<file path="config.mk">
export PLATFORM = sky130hd
export DESIGN_NAME = slowgo_clkgen
export DESIGN_NICKNAME = d
export VERILOG_FILES = /design/src/rtl/slowgo_pkg.sv /design/src/rtl/slowgo_rate_sel.sv /design/src/rtl/slowgo_period_ctr.sv /design/src/rtl/slowgo_prescaler.sv /design/src/rtl/slowgo_clkgen.sv
export SDC_FILE = /design/constraint.sdc
export NUM_CORES = 1
export LEC_CHECK = 0
export BUFFER_PORTS_ARGS = -buffer_cell sky130_fd_sc_hd__buf_4
export CAP_MARGIN = 20
export CORE_ASPECT_RATIO = 0.8
export CORE_MARGIN = 3
export CORE_UTILIZATION = 30
export DETAILED_ROUTE_END_ITERATION = 10
export PLACE_DENSITY = 0.47
export SLEW_MARGIN = 40
export SYNTH_ARGS = -nofsm -noshare
export SYNTH_HDL_FRONTEND = slang
export SYNTH_SLANG_ARGS = --single-unit
</file>
<file path="constraint.sdc">
create_clock -name clk_base -period 6.7 [get_ports clk_base]
set_input_delay 1.005 -clock clk_base [delete_from_list [all_inputs] [get_ports clk_base]]
set_output_delay 1.005 -clock clk_base [all_outputs]
set_load 0.1 [all_outputs]
</file>
<file path="src/rtl/slowgo_pkg.sv">
package slowgo_pkg;

    // Which rate source is driving the period counter
    typedef enum logic [1:0] {
        SRC_NORMAL = 2'd0,
        SRC_LOW    = 2'd1,
        SRC_HIGH   = 2'd2
    } rate_src_e;

    // Prescaler mode that divides by 2**PRE_W; all others pass through
    localparam logic [1:0] SPMODE_DIVIDE = 2'b01;

endpackage

</file>
<file path="src/rtl/slowgo_rate_sel.sv">
module slowgo_rate_sel
    import slowgo_pkg::*;
#(
    parameter int DIV_W = 3,
    parameter int LVL_W = 3
) (
    input  logic             src_ctl,
    input  logic [DIV_W-1:0] div_low,
    input  logic [DIV_W-1:0] div_high,
    input  logic [LVL_W-1:0] irq_level,
    input  logic [LVL_W-1:0] irq_mask,
    input  logic             cp_req_en,
    input  logic             cp_busy,
    output rate_src_e        rate_src,
    output logic [DIV_W-1:0] sel_div
);

    logic irq_wake;
    logic cp_wake;

    always_comb begin
        irq_wake = (irq_level > irq_mask);
        cp_wake  = cp_req_en && cp_busy;
        if (!src_ctl) begin
            rate_src = SRC_NORMAL;
            sel_div  = '0;
        end else if (irq_wake || cp_wake) begin
            // a zero high field falls back to the normal rate by itself
            rate_src = SRC_HIGH;
            sel_div  = div_high;
        end else begin
            rate_src = SRC_LOW;
            sel_div  = div_low;
        end
    end

endmodule

</file>
<file path="src/rtl/slowgo_period_ctr.sv">
module slowgo_period_ctr #(
    parameter int DIV_W = 3
) (
    input  logic             clk,
    input  logic             rst_n,
    input  logic [DIV_W-1:0] sel_div,
    output logic             tick,
    output logic             tick2
);

    localparam int MAX_EXP = (1 << DIV_W) - 1;
    localparam int CNT_W   = 2 * MAX_EXP + 1;

    typedef struct packed {
        logic [CNT_W-1:0] cnt;
        logic [DIV_W-1:0] div;
    } ctr_t;

    ctr_t             st_d, st_q;
    logic [DIV_W:0]   shamt;
    logic [CNT_W-1:0] last_cnt;
    logic [CNT_W-1:0] half_cnt;

    always_comb begin
        shamt    = {st_q.div, 1'b0};
        last_cnt = (CNT_W'(2) << shamt) - CNT_W'(1);
        half_cnt = (CNT_W'(1) << shamt) - CNT_W'(1);
        tick     = (st_q.cnt == last_cnt);
        tick2    = tick || (st_q.cnt == half_cnt);
        st_d     = st_q;
        if (tick) begin
            // period boundary: the only place a new rate is taken
            st_d.cnt = '0;
            st_d.div = sel_div;
        end else begin
            st_d.cnt = st_q.cnt + CNT_W'(1);
        end
    end

    always_ff @(posedge clk) begin
        if (!rst_n) st_q <= '0;
        else        st_q <= st_d;
    end

    // enable pulses are isolated single cycles
    a_r10_no_back_to_back: assert property (@(posedge clk) disable iff (!rst_n)
        tick |=> !tick);

    // the divider in use only changes right after a boundary
    a_r8_div_held_mid_period: assert property (@(posedge clk) disable iff (!rst_n)
        !tick |=> $stable(st_q.div));

    // the companion enable coincides with every main pulse
    a_r7_companion_aligned: assert property (@(posedge clk) disable iff (!rst_n)
        tick |-> tick2);

endmodule

</file>
<file path="src/rtl/slowgo_prescaler.sv">
module slowgo_prescaler
    import slowgo_pkg::*;
#(
    parameter int PRE_W = 7
) (
    input  logic       clk,
    input  logic       rst_n,
    input  logic [1:0] mode,
    output logic       pre_en
);

    typedef struct packed {
        logic [PRE_W-1:0] cnt;
    } pre_t;

    pre_t pre_d, pre_q;

    always_comb begin
        pre_d.cnt = pre_q.cnt + PRE_W'(1);
        pre_en    = (mode == SPMODE_DIVIDE) ? (&pre_q.cnt) : 1'b1;
    end

    always_ff @(posedge clk) begin
        if (!rst_n) pre_q <= '0;
        else        pre_q <= pre_d;
    end

    // pass-through modes keep the enable high
    a_r9_bypass_high: assert property (@(posedge clk) disable iff (!rst_n)
        (mode != SPMODE_DIVIDE) |-> pre_en);

    // in divide mode two pulses are never adjacent
    a_r9_divide_spaced: assert property (@(posedge clk) disable iff (!rst_n)
        (mode == SPMODE_DIVIDE && pre_en) |=> (mode != SPMODE_DIVIDE || !pre_en));

endmodule

</file>
<file path="src/rtl/slowgo_clkgen.sv">
module slowgo_clkgen
    import slowgo_pkg::*;
#(
    parameter int DIV_W = 3,
    parameter int LVL_W = 3,
    parameter int PRE_W = 7
) (
    input  logic             clk_base,
    input  logic             rst_n,
    input  logic             src_ctl,
    input  logic [DIV_W-1:0] div_low,
    input  logic [DIV_W-1:0] div_high,
    input  logic [LVL_W-1:0] irq_level,
    input  logic [LVL_W-1:0] irq_mask,
    input  logic             cp_req_en,
    input  logic             cp_busy,
    input  logic [1:0]       spclk_mode,
    output logic             gclk_en,
    output logic             gclk2_en,
    output logic             spclk_en
);

    rate_src_e        rate_src;
    logic [DIV_W-1:0] sel_div;

    slowgo_rate_sel #(
        .DIV_W(DIV_W),
        .LVL_W(LVL_W)
    ) u_sel (
        .src_ctl  (src_ctl),
        .div_low  (div_low),
        .div_high (div_high),
        .irq_level(irq_level),
        .irq_mask (irq_mask),
        .cp_req_en(cp_req_en),
        .cp_busy  (cp_busy),
        .rate_src (rate_src),
        .sel_div  (sel_div)
    );

    slowgo_period_ctr #(
        .DIV_W(DIV_W)
    ) u_ctr (
        .clk    (clk_base),
        .rst_n  (rst_n),
        .sel_div(sel_div),
        .tick   (gclk_en),
        .tick2  (gclk2_en)
    );

    slowgo_prescaler #(
        .PRE_W(PRE_W)
    ) u_pre (
        .clk   (clk_base),
        .rst_n (rst_n),
        .mode  (spclk_mode),
        .pre_en(spclk_en)
    );

    // with low power disallowed the normal source is chosen
    a_r2_forced_normal: assert property (@(posedge clk_base) disable iff (!rst_n)
        !src_ctl |-> (rate_src == SRC_NORMAL && sel_div == '0));

    // a lone request-enable never selects the high source
    a_r5_cp_needs_both: assert property (@(posedge clk_base) disable iff (!rst_n)
        (src_ctl && cp_req_en && !cp_busy && !(irq_level > irq_mask)) |-> (rate_src == SRC_LOW));

endmodule

</file>
-- After elaboration in Yosys (flattened, before gate mapping)
Cells that the tools add are included.
Widths: inputs -> output; s select.
- output and inout port bits: 3
- memories: 0
- latch bits: 0
- memory bits (read-only): 0
- bits in writable memories: 0
- word-level logic and storage cells: 22
- flip-flop bits (word level): 25
- input bits: 19
- $lt $le $gt $ge: 1
- reduce and logical (&&, ||, !) cells: 5
- multiplexer cells: 3
- $mul: 0
- bitwise logic cells: 1
- eq/ne operators: 3
- divide/modulo/power cells: 0
- add/sub/neg operators: 4
- shift-type cells: 2
- operators by type and width (kind ; number):
    $eq 15x15->1 ; 2
    $sub 15x2->15 const B ; 2
    $add 15x1->15 const B ; 1
    $shl 1x4->15 const A ; 1
    $shl 2x4->15 const A ; 1
    $add 7x1->7 const B ; 1
    $reduce_and 7->1 ; 1
    $mux 3 ; 2
    $gt 3x3->1 ; 1
    $eq 2x1->1 const B ; 1
    $logic_or 1x1->1 ; 2
    $reduce_or 2->1 ; 1
    $logic_and 1x1->1 ; 1
    $mux 1 ; 1
    $not 1->1 ; 1

-- Logic depth before layout (Yosys ltp)
Gate-level depths: netlist of the first run.
- depth after elaboration: 4
- depth in mapped cells: 13
- mapped depth without buffers: 9

-- Cells and area by module
From an unflattened synthesis of the first run, not the netlist that was laid out.
- cells, all modules: 244
- area, all modules: 1933.1 µm²
- modules (own cells, without submodules) (module ; cells each ; times used ; area an instance (µm²) ; sequential area each (µm²)):
    slowgo_period_ctr ; 192 ; 1 ; 1485.2 ; 360.3
    slowgo_prescaler ; 30 ; 1 ; 292.8 ; 140.1
    slowgo_rate_sel ; 22 ; 1 ; 155.1 ; 0.0

-- Worst setup path before layout of the first run
Ideal clock, no wire load.
- path kind: flip-flop to output port
- start point: reg u_ctr.st_q (netlist bit u_ctr.shamt[3])
- end point: out gclk2_en
- setup slack: 1618 ps
- path buffers: 3
- data required time: 5695 ps
- arrival: 4077 ps
- stages on the path, launching flop included: 13
- cell sequence: dfxtp_1 > buf_2 > buf_1 > nor2_1 > nand2_1 > ha_1 > buf_4 > or4bb_1 > o211ai_1 > a22oi_1 > o211a_4 > nor2_1 > a31o_2
- longest elaborated chain between the ends: 4
- elaborated cells between the ends (all ways): 7
- classes of those cells: add/sub: 2; eq/ne: 2; shift: 2; reduce/logical: 1
- RTL lines (element ; RTL line ; text):
    from (decl) ; slowgo_period_ctr.sv:19 ; ctr_t st_d, st_q;
    from (signal assigned) ; slowgo_period_ctr.sv:42 ; else st_q <= st_d;
    $shl 2x4->15 ; slowgo_period_ctr.sv:26 ; last_cnt = (CNT_W'(2) << shamt) - CNT_W'(1);
    $sub 15x2->15 ; slowgo_period_ctr.sv:26 ;
    $eq 15x15->1 ; slowgo_period_ctr.sv:28 ; tick = (st_q.cnt == last_cnt);
    net gclk_en ; slowgo_clkgen.sv:18 ; output logic gclk_en,
    $logic_or 1x1->1 ; slowgo_period_ctr.sv:29 ; tick2 = tick || (st_q.cnt == half_cnt);
    to (decl) ; slowgo_clkgen.sv:19 ; output logic gclk2_en,
The timed path passes the listed nets, and every way through them passes these cells.

-- Worst setup path after layout of the first run
- start point: reg u_ctr.st_q (netlist bit u_ctr.shamt[2])
- end point: out gclk2_en
- longest elaborated chain between the ends: 4
- elaborated cells between the ends (all ways): 7
- classes of those cells: add/sub: 2; eq/ne: 2; shift: 2; reduce/logical: 1
- RTL lines (element ; RTL line):
    $shl 2x4->15 / $shl 1x4->15 (equally long branches) ; slowgo_period_ctr.sv:26, slowgo_period_ctr.sv:27
    $sub 15x2->15 (on tied branches) ; slowgo_period_ctr.sv:26, slowgo_period_ctr.sv:27
    $eq 15x15->1 (on tied branches) ; slowgo_period_ctr.sv:28, slowgo_period_ctr.sv:29
    $logic_or 1x1->1 * ; slowgo_period_ctr.sv:29
Every way passes the cells marked *; elsewhere a longest branch is shown, timed or not.

==> run_results.csv, run 1 <==
group,metric,value,unit
sta,maxSlewViolCount,0,
sta,fin_hold_ws,458.8,ps
layout,syn_to_final_growth,11.42,%
grt,overflow,0,
layout,layout.cells.non_filler,319,
die,ios,22,
sta,rsz0062_at_grt,"false",
setup_path,path_buf_inv,1,
synth,synthFlopType,"dfxtp_1",
placed_design,place.port_buffers,21,
placed_design,placedCellCount,315,
die,rows,24,
sta,hold_viol,0,
pwr,switchingPower,467.7,uW
clock_tree,cts.clk_slew.worst_paths,90,ps
placed_design,gp_congestion,0.7053,
grt,grt_pass1_wl,6.520,mm
drt,drcViolationCount,0,
grt,grt.total_usage,0.1145,
die,die_h,75.44,um
synth,yosysSeqAreaShare,0.2768,
layout,stdcell_area,2014,um2
clock_tree,clk_latency,260,ps
worst_hold_path,holdCritPathClass,"flop to flop",
pwr,total_power,874.6,uW
pwr,p_clk_frac,0.099,
sta,relSlewSlack,0.4992,
synth,synth_area,1808,um2
clock_tree,cts_tree,"done",
setup_path,path_max_fanout,25,
synth,ys_ff_latch,25,
clock_tree,post_cts_buffers,0,
setup_path,start_kind,"flop",
pwr,power_density,434.2,nW/um2
setup_path,rrSetupSlack,3270,ps
grt,antenna_found_initial,0,
clock_tree,htree_levels,1,
layout,fillers,618,
layout,layout_commonest_cell,"nor2_1",
setup_path,endpoint_kind,"output pin",
clock_tree,cts_resized,0,
layout,layout-drive-gt1-share,0.1328,
setup_path,cpLargestDelayFamily,"simple AND/OR/NAND/NOR gates",
synth,ys_async_sr_fraction,0,
pwr,pwr-share-seq,0.225,
sta,tightest_slew,750.2,ps
setup_path,crit_top_cell,"nor2_1",
grt,grt_pass1_vias,1368,
setup_path,path_cells,"nor2_1 > nand2_1 > ha_1 > or4bb_1 > o211ai_1 > a22oi_1 > o211a_4 > nor2_1 > a31o_2 > buf_4",
drt,wl_per_cell,12.25,um
drt,ant_nets,0,
synth,syn_inst,234,
pwr,internal_power,407.0,uW
clock_tree,cts.sinks,25,
die,die_x,92.80,um
pwr,p_leak,0.7420,nW
setup_path,required,5690,ps
synth,synth_fp_nets,259,
placed_design,hpwl,2.988,mm
pwr,max-vdd-ir-drop,0.3549,mV
synth,synth.distinct_cells,48,
clock_tree,cts_root_buf,"clkbuf_8",
sta,fmax,213.3,MHz
sta,min_period,4689,ps
clock_tree,cts_buffer_depth,2,
grt,grt_max_degree,26,
drt,vias,1599,
pwr,combPwrFrac,0.676,
clock_tree,cts_buffers,3,
setup_path,slowest_stage,"dfxtp_1",
setup_path,cp.arrival,3680,ps
sta,period_share,0.6999,
die,initial_core_util,0.3203,
layout,layout_common_cells,"nor2_1 (36), dfxtp_1 (25), buf_4 (21)",
synth,synth_edf_count,0,
layout,final_nets,267,
sta,setup-tns-final,0,ps
pwr,swShare,0.5347,
synth,syn_area_per_cell,7.726,um2
drt,viasPerCell,5.013,
placed_design,placed_cell_area,1968,um2
drt,drt-initial-drc-count,52,
setup_path,slowest_delay,810,ps
sta,clock_skew,4.821,ps
synth,yosysWarningCount,0,
setup_path,path_class,"flop to output pin",
drt,first_pass_iters,4,
outcome,status,"complete, no violations",
flow_run,max_cap_viol_count,0,
clock_tree,cts-hold-fix-buffers,0,
die,dieArea,7000,um2
sta,final-setup-viol-count,0,
drt,wl,3.908,mm
die,core_area,5645,um2
layout,n_antenna_cell,0,
-- power groups by stage --
stage          Clock, mW  Sequential [mW]  Combinational (mW)
3_3_place_gp           0            0.201               0.597
6_report          0.0864            0.197               0.591
4_1_cts           0.0907            0.197               0.595
2_1_floorplan          0            0.173               0.531
5_1_grt           0.0951            0.202               0.641
3_5_place_dp           0            0.200               0.594
-- through the flow --
step                  util  setup WS (ps)
global placement    0.3486           2372
global route        0.3568           1729
floorplan                -           1618
detailed placement  0.3486           2291
CTS                 0.3568           2004
finish              0.3568           2011
-- routing by layer --
metal / vias to the layer above / wire (um) / GRT usage
li1: 832 / - / -
met4: 0 / 31 / 0.02927
met3: 4 / 78 / 0.008885
met5: - / 0 / 0
met2: 25 / 1692 / 0.1724
met1: 738 / 2106 / 0.1764
-- state kept, by name, indices dropped and copies added (netlist names) --
name         count
u_ctr.st_q      15
u_ctr.shamt      3
u_pre.pre_q      7
-- kinds of logic after synthesis --
logic type / synth area share
adders and majority gates: 0.04152
AOI/OAI and AO/OA: 0.2035
buffers and inverters: 0.07335
DFF: 0.2768
and+or+nand+nor: 0.2498
xor gates and xnor gates: 0.1550
-- final cells by class --
type | count | area [um2] | share of cell area
multi-input cells | 181 | 1175 | 0.5832
inverters | 10 | 37.54 | 0.01863
clock inverters | 1 | 5.005 | 0.002484
well taps | 78 | 97.59 | 0.04845
flip-flops and latches | 25 | 500.5 | 0.2484
clock buffers | 3 | 41.29 | 0.02050
repair buffers | 21 | 157.7 | 0.07826
-- worst paths after layout --
kind                       start              to  depth (start not counted)
setup / recovery  u_ctr.shamt[2]        gclk2_en                         10
hold / removal    u_pre.pre_q[0]  u_pre.pre_q[0]                          1
setup reg to reg  u_ctr.shamt[2]   u_ctr.st_q[6]                          9
hold reg to reg   u_pre.pre_q[0]  u_pre.pre_q[0]                          1
-- synthesized netlist by cell type, types with 5 or more instances --
cell / instances / area, um2
nor2_1: 36 / 135.1
nor3_1: 7 / 35.03
ha_1: 6 / 75.07
o21ai_0: 10 / 50.05
nand2_1: 12 / 45.04
inv_1: 9 / 33.78
a21oi_1: 11 / 55.05
and3_1: 5 / 31.28
xnor2_1: 16 / 140.1
clkbuf_1: 8 / 30.03
dfxtp_1: 25 / 500.5
xor2_1: 16 / 140.1
nand3_1: 10 / 50.05
No activity file was read; power rests on OpenSTA's default activity.
==> run 2, diff against run 1 <==
--- a/config.mk
+++ b/config.mk
@@ -11,7 +11,7 @@
 export CORE_MARGIN = 3
 export CORE_UTILIZATION = 30
 export DETAILED_ROUTE_END_ITERATION = 10
-export PLACE_DENSITY = 0.47
+export PLACE_DENSITY = 0.48
 export SLEW_MARGIN = 40
 export SYNTH_ARGS = -nofsm -noshare
 export SYNTH_HDL_FRONTEND = slang
==> constraint.sdc (replaced) <==
create_clock -name clk_base -period 3.83 [get_ports clk_base]
set_input_delay 0.5745 -clock clk_base [delete_from_list [all_inputs] [get_ports clk_base]]
set_output_delay 0.5745 -clock clk_base [all_outputs]
set_load 0.1 [all_outputs]
==> run 2 against run 1 <==
  * Setup slack got worse by 1800 ps
  * Sequential share of layout area shrank 0.48 points
  * First-iteration DRC count rose by 130%
  * Critical endpoint unchanged
  * Cell area up 2.0%
  * Highest routed layer unchanged
  * Cell count increased by 1.3%
  * Critical path depth is the same
  * Critical path type unchanged
  * Count of clock-buffer cells in the layout did not move
  * Utilization increased by 0.71 points
==> run_results.csv, run 2 (synthesis gave the netlist of run 1 again) <==
group,metric,value,unit
outcome,status,"complete, no violations",
sta,final-setup-viol-count,0,
drt,vias,1622,
clock_tree,clk_latency,270,ps
grt,grt_pass1_wl,6.996,mm
die,initial_core_util,0.3203,
layout,fillers,625,
sta,fmax,279.6,MHz
clock_tree,cts_buffers,3,
sta,tightest_slew,508.4,ps
setup_path,slowest_stage,"or3_1",
layout,layout-drive-gt1-share,0.1510,
grt,grt_max_degree,20,
clock_tree,cts-hold-fix-buffers,0,
pwr,total_power,1.595,mW
setup_path,path_class,"flop to output pin",
layout,top_register,"u_ctr.st_q",
drt,drcViolationCount,0,
setup_path,path_max_fanout,11,
die,dieArea,7000,um2
layout,n_antenna_cell,0,
die,rows,24,
clock_tree,cts_buffer_depth,2,
grt,antenna_found_initial,0,
pwr,max-vdd-ir-drop,0.3891,mV
setup_path,crit_top_cell,"buf_4",
layout,final_util,0.3639,
setup_path,path_cells,"or3_1 > ha_1 > buf_4 > nor3_1 > a211oi_1 > o31ai_1 > nand4_2 > nor2_4 > a31o_2 > buf_4",
worst_hold_path,hold_path_startpoint,"u_pre.pre_q[0]",
setup_path,path_buf_inv,2,
clock_tree,cts_root_buf,"clkbuf_8",
sta,relSlewSlack,0.6575,
layout,final_nets,271,
setup_path,reg2reg_to,"u_ctr.st_q[11]",
placed_design,place.port_buffers,21,
grt,grt.total_usage,0.1241,
setup_path,cpLargestDelayFamily,"simple AND/OR/NAND/NOR gates",
setup_path,cp.arrival,3000,ps
drt,viasPerCell,5.022,
setup_path,slowest_delay,430,ps
die,core_area,5645,um2
placed_design,gp_congestion,0.7779,
sta,period_share,0.9337,
clock_tree,cts_tree,"done",
sta,min_period,3576,ps
drt,first_pass_iters,4,
pwr,power_density,776.1,nW/um2
worst_hold_path,holdCritPathClass,"flop to flop",
setup_path,cp_num_cells,10,
layout,stdcell_area,2054,um2
sta,setup-tns-final,0,ps
layout,largest_register_ffs,15,
worst_hold_path,hold_end,"u_pre.pre_q[0]",
die,ios,22,
drt,drt-initial-drc-count,118,
sta,clock_skew,2.620,ps
sta,hold_viol,0,
placed_design,placed_cell_area,2006,um2
clock_tree,post_cts_buffers,0,
die,die_h,75.44,um
sta,maxSlewViolCount,0,
flow_run,max_cap_viol_count,0,
grt,overflow,0,
drt,wl,4.354,mm
layout,syn_to_final_growth,13.63,%
pwr,p_leak,0.7601,nW
drt,ant_nets,0,
placed_design,hpwl,3.320,mm
setup_path,rrSetupSlack,1000,ps
clock_tree,htree_levels,1,
grt,grt_pass1_vias,1381,
worst_hold_path,hold_depth,1,
sta,fin_hold_ws,456.9,ps
clock_tree,cts.sinks,25,
layout,layout_common_cells,"nor2_1 (35), buf_4 (25), dfxtp_1 (25)",
setup_path,ff2ff_path_depth,9,
sta,rsz0062_at_grt,"false",
drt,wl_per_cell,13.48,um
clock_tree,cts.clk_slew.worst_paths,90,ps
setup_path,r2r-start,"u_ctr.shamt[2]",
die,die_x,92.80,um
setup_path,start_kind,"flop",
layout,layout_commonest_cell,"nor2_1",
setup_path,required,3260,ps
setup_path,endpoint_kind,"output pin",
[run 2: layout make-up]
class	count	area, um2	area share
tap	78	97.59	0.04750
sequential	25	500.5	0.2436
inverter	10	37.54	0.01827
timing repair buffer	25	187.7	0.09135
multi-input combinational	181	1182	0.5755
clock inverter	1	7.507	0.003654
clock buffer	3	41.29	0.02010
[run 2: how the worst max path moves through the flow]
stage / from / end / slack (ps)
floorplan: u_ctr.shamt[3] / gclk2_en / 30
global placement: u_ctr.shamt[2] / gclk2_en / 620
detailed placement: u_ctr.shamt[2] / gclk2_en / 590
CTS: u_ctr.shamt[2] / gclk2_en / 260
global route: u_ctr.shamt[2] / gclk2_en / 30
finish: u_ctr.shamt[2] / gclk2_en / 250
[run 2: where the power goes]
part | switching, mW | internal, mW | total, mW
logic | 0.735 | 0.382 | 1.12
clock network | 0.0902 | 0.0738 | 0.164
registers | 0.0324 | 0.281 | 0.313
[run 2: stage by stage]
| stage | instances | worst slack (ps) |
|---|---|---|
| after floorplan | 234 | 33.47 |
| after global placement | 319 | 621.6 |
| after detailed placement | 319 | 588.0 |
| after CTS | 323 | 264.1 |
| after global routing | 323 | 27.27 |
| final | 323 | 253.9 |
[run 2: timing repair]
item | in CTS | in global routing
setup endpoints to repair | 0 | 1
resized for setup | 0 | 0
endpoints found under the hold margin | 0 | 0
[run 2: routing by layer]
metal	track usage	vias to the layer above	wire length, um
met2	0.1716	31	1810
li1	-	843	-
met5	0	-	0
met4	0.02927	0	33
met1	0.1975	744	2312
met3	0.01974	4	198
